--- src/rtl/divf_pkg.sv ---
package divf_pkg;
    typedef enum logic [0:0] {
        ST_IDLE = 1'b0,
        ST_RUN  = 1'b1
    } divf_state_e;

    typedef struct packed {
        logic n;
        logic z;
        logic v;
    } divf_flags_t;
endpackage

--- src/rtl/divf_prep.sv ---
module divf_prep #(
    parameter int W = 32
) (
    input  logic [W-1:0] num_i,
    input  logic [W-1:0] den_i,
    input  logic         sgn_i,
    output logic [W-1:0] num_mag_o,
    output logic [W-1:0] den_mag_o,
    output logic         neg_q_o,
    output logic         neg_r_o
);
    logic num_neg, den_neg;

    always_comb begin
        num_neg   = sgn_i & num_i[W-1];
        den_neg   = sgn_i & den_i[W-1];
        num_mag_o = num_neg ? (~num_i + 1'b1) : num_i;
        den_mag_o = den_neg ? (~den_i + 1'b1) : den_i;
        neg_q_o   = num_neg ^ den_neg;
        neg_r_o   = num_neg;
    end
endmodule

--- src/rtl/divf_step.sv ---
module divf_step #(
    parameter int W = 32
) (
    input  logic [W-1:0] part_i,
    input  logic [W-1:0] qsh_i,
    input  logic [W-1:0] den_i,
    output logic [W-1:0] part_o,
    output logic [W-1:0] qsh_o
);
    logic [W:0] shifted;
    logic [W:0] trial;

    always_comb begin
        shifted = {part_i, qsh_i[W-1]};
        trial   = shifted - {1'b0, den_i};
        if (!trial[W]) begin
            part_o = trial[W-1:0];
            qsh_o  = {qsh_i[W-2:0], 1'b1};
        end else begin
            part_o = shifted[W-1:0];
            qsh_o  = {qsh_i[W-2:0], 1'b0};
        end
    end
endmodule

--- src/rtl/divf_flags.sv ---
module divf_flags
    import divf_pkg::*;
#(
    parameter int W  = 32,
    parameter int HW = 16
) (
    input  logic [W-1:0] quot_i,
    input  logic         sgn_i,
    input  logic         word_i,
    output divf_flags_t  flags_o
);
    logic [W-1:0] sext_low;
    logic         ovf;

    always_comb begin
        sext_low = {{(W-HW){quot_i[HW-1]}}, quot_i[HW-1:0]};
        if (sgn_i) ovf = (quot_i != sext_low);
        else       ovf = (quot_i[W-1:HW] != '0);
        flags_o.z = (quot_i == '0);
        flags_o.n = (quot_i != '0) && quot_i[W-1];
        flags_o.v = word_i && ovf;
    end
endmodule

--- src/rtl/divider_flags.sv ---
module divider_flags
    import divf_pkg::*;
#(
    parameter int W  = 32,
    parameter int HW = 16
) (
    input  logic         clk,
    input  logic         rst_n,
    input  logic         start_i,
    input  logic [W-1:0] dividend_i,
    input  logic [W-1:0] divisor_i,
    input  logic         signed_i,
    input  logic         word_i,
    output logic [W-1:0] quot_o,
    output logic [W-1:0] rem_o,
    output logic         flag_n_o,
    output logic         flag_z_o,
    output logic         flag_v_o,
    output logic         div0_o,
    output logic         done_o
);
    localparam int CW = $clog2(W);
    localparam logic [CW-1:0] LAST = CW'(W - 1);

    divf_state_e  state_q, state_d;
    logic [CW-1:0] cnt_q;
    logic [W-1:0]  part_q, qsh_q, den_q;
    logic          negq_q, negr_q, sgn_q, word_q;

    logic [W-1:0]  num_mag, den_mag;
    logic          neg_q_c, neg_r_c;
    logic [W-1:0]  part_nx, qsh_nx;
    logic [W-1:0]  quot_fin, rem_fin;
    divf_flags_t   flags_fin;
    logic          accept, reject, finish;

    divf_prep #(.W(W)) u_prep (
        .num_i     (dividend_i),
        .den_i     (divisor_i),
        .sgn_i     (signed_i),
        .num_mag_o (num_mag),
        .den_mag_o (den_mag),
        .neg_q_o   (neg_q_c),
        .neg_r_o   (neg_r_c)
    );

    divf_step #(.W(W)) u_step (
        .part_i (part_q),
        .qsh_i  (qsh_q),
        .den_i  (den_q),
        .part_o (part_nx),
        .qsh_o  (qsh_nx)
    );

    always_comb begin
        quot_fin = negq_q ? (~qsh_nx + 1'b1) : qsh_nx;
        rem_fin  = negr_q ? (~part_nx + 1'b1) : part_nx;
    end

    divf_flags #(.W(W), .HW(HW)) u_flags (
        .quot_i  (quot_fin),
        .sgn_i   (sgn_q),
        .word_i  (word_q),
        .flags_o (flags_fin)
    );

    always_comb begin
        accept  = 1'b0;
        reject  = 1'b0;
        finish  = 1'b0;
        state_d = state_q;
        unique case (state_q)
            ST_IDLE: begin
                if (start_i && divisor_i == '0) begin
                    reject = 1'b1;
                end else if (start_i) begin
                    accept  = 1'b1;
                    state_d = ST_RUN;
                end
            end
            ST_RUN: begin
                if (cnt_q == LAST) begin
                    finish  = 1'b1;
                    state_d = ST_IDLE;
                end
            end
            default: state_d = ST_IDLE;
        endcase
    end

    always_ff @(posedge clk) begin
        if (!rst_n) state_q <= ST_IDLE;
        else        state_q <= state_d;
    end

    always_ff @(posedge clk) begin
        if (!rst_n) begin
            cnt_q    <= '0;
            part_q   <= '0;
            qsh_q    <= '0;
            den_q    <= '0;
            negq_q   <= 1'b0;
            negr_q   <= 1'b0;
            sgn_q    <= 1'b0;
            word_q   <= 1'b0;
            quot_o   <= '0;
            rem_o    <= '0;
            flag_n_o <= 1'b0;
            flag_z_o <= 1'b0;
            flag_v_o <= 1'b0;
            div0_o   <= 1'b0;
            done_o   <= 1'b0;
        end else begin
            done_o <= finish | reject;
            div0_o <= reject;
            if (accept) begin
                cnt_q  <= '0;
                part_q <= '0;
                qsh_q  <= num_mag;
                den_q  <= den_mag;
                negq_q <= neg_q_c;
                negr_q <= neg_r_c;
                sgn_q  <= signed_i;
                word_q <= word_i;
            end else if (state_q == ST_RUN) begin
                cnt_q  <= cnt_q + 1'b1;
                part_q <= part_nx;
                qsh_q  <= qsh_nx;
            end
            if (finish) begin
                quot_o   <= quot_fin;
                rem_o    <= rem_fin;
                flag_n_o <= flags_fin.n;
                flag_z_o <= flags_fin.z;
                flag_v_o <= flags_fin.v;
            end
        end
    end

    // an exception pulse always comes with the completion pulse
    a_r1_div0_with_done: assert property (@(posedge clk) disable iff (!rst_n)
        div0_o |-> done_o);

    // results are held across a rejected request
    a_r1_results_held: assert property (@(posedge clk) disable iff (!rst_n)
        div0_o |-> ($stable(quot_o) && $stable(rem_o) && $stable(flag_n_o)
                    && $stable(flag_z_o) && $stable(flag_v_o)));

    // negative and zero never appear together
    a_r6_n_z_exclusive: assert property (@(posedge clk) disable iff (!rst_n)
        done_o |-> !(flag_n_o && flag_z_o));

    // overflow stays low outside word mode
    a_r5_v_needs_word: assert property (@(posedge clk) disable iff (!rst_n)
        (done_o && !div0_o && !word_q) |-> !flag_v_o);

    // no completion before the final step
    a_r8_no_early_done: assert property (@(posedge clk) disable iff (!rst_n)
        (state_q == ST_RUN && cnt_q != LAST) |=> !done_o);

    // a running division is not restarted
    a_r9_busy_holds: assert property (@(posedge clk) disable iff (!rst_n)
        (state_q == ST_RUN && cnt_q != LAST) |=> (state_q == ST_RUN && cnt_q == $past(cnt_q) + 1'b1));
endmodule

--- config.mk ---
export PLATFORM = sky130hd
export DESIGN_NAME = divider_flags
export DESIGN_NICKNAME = d
export VERILOG_FILES = /design/src/rtl/divf_pkg.sv /design/src/rtl/divf_prep.sv /design/src/rtl/divf_step.sv /design/src/rtl/divf_flags.sv /design/src/rtl/divider_flags.sv
export SDC_FILE = /design/constraint.sdc
export NUM_CORES = 1
export LEC_CHECK = 0
export ABC_AREA = 1
export ABC_CLOCK_PERIOD_IN_PS = 4000
export BUFFER_PORTS_ARGS = -buffer_cell sky130_fd_sc_hd__buf_2
export CELL_PAD_IN_SITES_DETAIL_PLACEMENT = 1
export CELL_PAD_IN_SITES_GLOBAL_PLACEMENT = 2
export CORE_MARGIN = 5
export CORE_UTILIZATION = 31
export DETAILED_ROUTE_END_ITERATION = 10
export GPL_TIMING_DRIVEN = 0
export PLACE_DENSITY = 0.84
export SLEW_MARGIN = 0
export SYNTH_ARGS = -nofsm -noshare
export SYNTH_HDL_FRONTEND = slang
export SYNTH_HIERARCHICAL = 1
export SYNTH_SLANG_ARGS = --single-unit
--- constraint.sdc ---
create_clock -name clk -period 4 [get_ports clk]
set_input_delay 0.8 -clock clk [delete_from_list [all_inputs] [get_ports clk]]
set_output_delay 0.8 -clock clk [all_outputs]
set_load 0.005 [all_outputs]
==> Implementation_results.wiki <==
{| class="wikitable"
! Metric !! Value
|-
| Routed length per instance || 17.1 um
|-
| Max stage delay on crit path || 350 ps
|-
| Drt pass-1 iters || 5
|-
| Vias per Instance || 4.80
|-
| P_leak || 0.00850 uW
|-
| Drc violations || 0
|-
| Initial core utilization || 31.2%
|-
| Endpoint of the worst setup timing path || flag_v_o
|-
| Kind of start point of the critical path || register
|-
| Final setup violation count || 0
|-
| Category of the worst setup path capture point || register
|-
| Syn Nets || 2,595
|-
| Flip-flop and latch count after synthesis || 175
|-
| Worst skew pair latency || 450 ps
|-
| Finished Layout Cells || 3,267
|-
| Avg Synthesized Cell Area || 5.65 um^2
|-
| Number of placement rows || 78
|-
| Total of fill cells in the finished design || 6,261
|-
| Buffers added on ports || 137
|-
| Count of synthesis-stage warnings from yosys || 6
|-
| Number of nets with antenna violations after detailed routing || 0
|-
| Count of flip-flops with a built-in enable after synthesis || 0
|-
| Wire length of the first global-routing pass || 87,100 um
|-
| Total global-route track usage || 21.9%
|-
| Half-perimeter wire length after detailed placement || 47,000 um
|-
| CTS clk-pin slew, worst paths || 70 ps
|-
| Share of final-layout standard cells stronger than drive strength 1 || 13.5%
|-
| Path class of the lowest-slack min-delay path || register to register
|-
| DRC violation total after the first TritonRoute iteration || 725
|-
| Outcome || completed
|-
| Highest Clock Rate || 260 MHz
|-
| TritonCTS Buffers || 17
|-
| Leading cell type in the layout, fill and taps excluded || sky130_fd_sc_hd__nand2_1
|-
| Async set-reset flop share out of synthesis || 0%
|-
| Worst flop-to-flop path startpoint || den_q[6]
|-
| Final Critical Period || 3850 ps
|-
| Number of global-route vias before repair || 16,000
|-
| Pre-CTS setup slack || -429 ps
|-
| Total routed wirelength || 55,900 um
|-
| Total number of vias || 15,700
|-
| Total power draw || 5230 uW
|-
| Total cell area at the placement stage || 15,500 um^2
|-
| Post-route setup slack || 148 ps
|-
| Clock root buffer || sky130_fd_sc_hd__clkbuf_16
|-
| Crit path max-delay cell type || sky130_fd_sc_hd__ha_2
|-
| Required time at the worst-slack endpoint || 4340 ps
|-
| Max_slew headroom || 46.7%
|-
| GRT Residual Overflow || 0
|-
| Sequential share of the synthesized area || 24.9%
|-
| Initial antenna violation count || 1
|-
| Die area || 49,700 um^2
|-
| Die outline height || 223 um
|-
| Max Fanout on Critical Path || 5
|-
| Worst reg-to-reg setup slack || 150 ps
|-
| Core Region || 45,100 um^2
|-
| CTS H-tree lvls || 4
|-
| Cell Count Post-Placement || 3,224
|-
| Maximum buffer depth of the clock tree || 2
|-
| # diodes || 0
|-
| IO Count || 138
|-
| Number of nets in the layout || 2,762
|-
| Share of the clock period used by the worst path after layout || 96.3%
|-
| Max IR drop VDD || 300 uV
|-
| Number of max-slew violations in the final report || 0
|-
| Number of instances in the synthesized netlist || 2,487
|-
| Gpl congestion || 0.929
|-
| Start point of the critical path || den_q[6]
|-
| Hold buffers post-CTS || 0
|-
| Data arrival, critical path || 4190 ps
|-
| Cell occurring most often along the worst timing path || sky130_fd_sc_hd__nand2_2
|-
| CTS tree || done
|-
| Transition time at the pin with the least slew margin || 799 ps
|-
| TritonCTS Sinks || 175
|-
| R2R cell count || 25
|-
| Capture point of the worst reg-to-reg path || flag_v_o
|-
| Clock Skew || 13.3 ps
|-
| Post-route design area || 16,400 um^2
|-
| Area of the mapped netlist || 14,100 um^2
|-
| Hold Violations, Final || 0
|-
| Power Density || 319 nW/um^2
|-
| Number of library cell types mapped by synthesis || 39
|-
| Most used flip-flop cell after synthesis || sky130_fd_sc_hd__dfxtp_1
|-
| Synth-to-layout area growth || 16.7%
|-
| Leading cell types in the layout, fill and taps excluded || sky130_fd_sc_hd__nand2_1 (935), sky130_fd_sc_hd__nor2_1 (333), sky130_fd_sc_hd__inv_1 (297)
|-
| Maximum number of pins on one net before global-route repair || 17
|-
| Die Width || 223 um
|-
| Max-cap check violation count || 0
|-
| Startpoint-to-endpoint class of the critical path || register to register
|}
-- where the power goes --
group / switching, uW / internal (uW)
Clock: 786 / 967
Sequential: 33.9 / 1800
Combinational: 1110 / 530
Total: 1930 / 3290
-- area by class of cell --
type | instances | area (um^2) | area share (%)
repair buffers | 149 | 776 | 4.73
clock inverters | 13 | 151 | 0.923
flip-flops and latches | 175 | 3510 | 21.4
multi-input cells | 1897 | 8950 | 54.5
inverters | 308 | 1160 | 7.05
plain buffers | 106 | 663 | 4.04
well taps | 600 | 751 | 4.58
clock buffers | 19 | 453 | 2.76
-- layer usage --
metal  global-route usage, %  vias up  wire length (um)
met4                    5.91        0              1390
met5                       0        -                 0
li1                        -     7976                 -
met2                    37.9      250             26500
met1                    28.7     7380             26100
met3                    2.87       60              1950
-- Yosys cell counts (all sizes together) (6+ instances only) --
cell type	n	share of area [%]
a22o	6	0.37
nand4	17	0.76
a21oi	109	4.0
ha	38	3.4
xor2	50	3.1
xnor2	23	1.4
nor3	13	0.58
clkbuf	22	0.59
nor2	360	10
dfxtp	175	25
and2	7	0.31
o21ai	116	4.2
nand3	166	5.9
nand2	963	26
o21bai	9	0.48
buf	85	4.2
inv	308	8.2
-- logic make-up (layout without fill, tap and decap cells) --
| family | Yosys count | in the layout | share of synthesized area, % |
|---|---|---|---|
| and+or+nand+nor | 1537 | 1537 | 44.5 |
| buffers and inverters | 415 | 595 | 13.0 |
| DFF | 175 | 175 | 24.9 |
| xor gates and xnor gates | 73 | 73 | 4.55 |
| AOI/OAI and AO/OA | 248 | 248 | 9.45 |
| adders and majority gates | 39 | 39 | 3.53 |
-- worst min path at each step --
stage | startpoint | endpoint | cells past startpoint
3_5_place_dp | rem_o[12] | rem_o[12] | 2
6_report | rem_o[5] | rem_o[5] | 2
3_3_place_gp | quot_o[23] | quot_o[23] | 2
2_1_floorplan | cnt_q[4] | cnt_q[4] | 2
4_1_cts | rem_o[5] | rem_o[5] | 2
5_1_grt | rem_o[7] | rem_o[7] | 2
-- critical path: cells and delay by family (launching register included) --
kind | cells | cell delay, ps
flip-flops | 1 | 310
adder cells (fa/ha/maj) | 2 | 550
XOR/XNOR | 1 | 200
AND/OR/NAND/NOR | 15 | 1570
AO/OA/AOI/OAI | 4 | 810
buffers and inverters | 3 | 300
-- state kept, by name, summed over array words and instances (netlist names), 5 cells and up --
| register | count |
|---|---|
| den_q | 32 |
| part_q | 32 |
| qsh_q | 32 |
| rem_o | 32 |
| quot_o | 32 |
| cnt_q | 5 |
-- stage by stage --
step / setup TNS, ps / hold WS, ps / utilization, %
finish: 0 / 451 / 36.4
global route: -104 / 472 / 36.4
CTS: 0 / 455 / 35.9
detailed placement: -812 / 442 / 34.4
global placement: -414 / 437 / 34.4
floorplan: 0 / 444 / -
-- repair_timing --
item / CTS / global route
resized for setup: 11 / 41
pin swaps: 2 / 10
setup buffers: 3 / 9
gates cloned: 0 / 0
setup endpoints to repair: 8 / 20
Note: power is estimated with default switching activity, not from simulation.
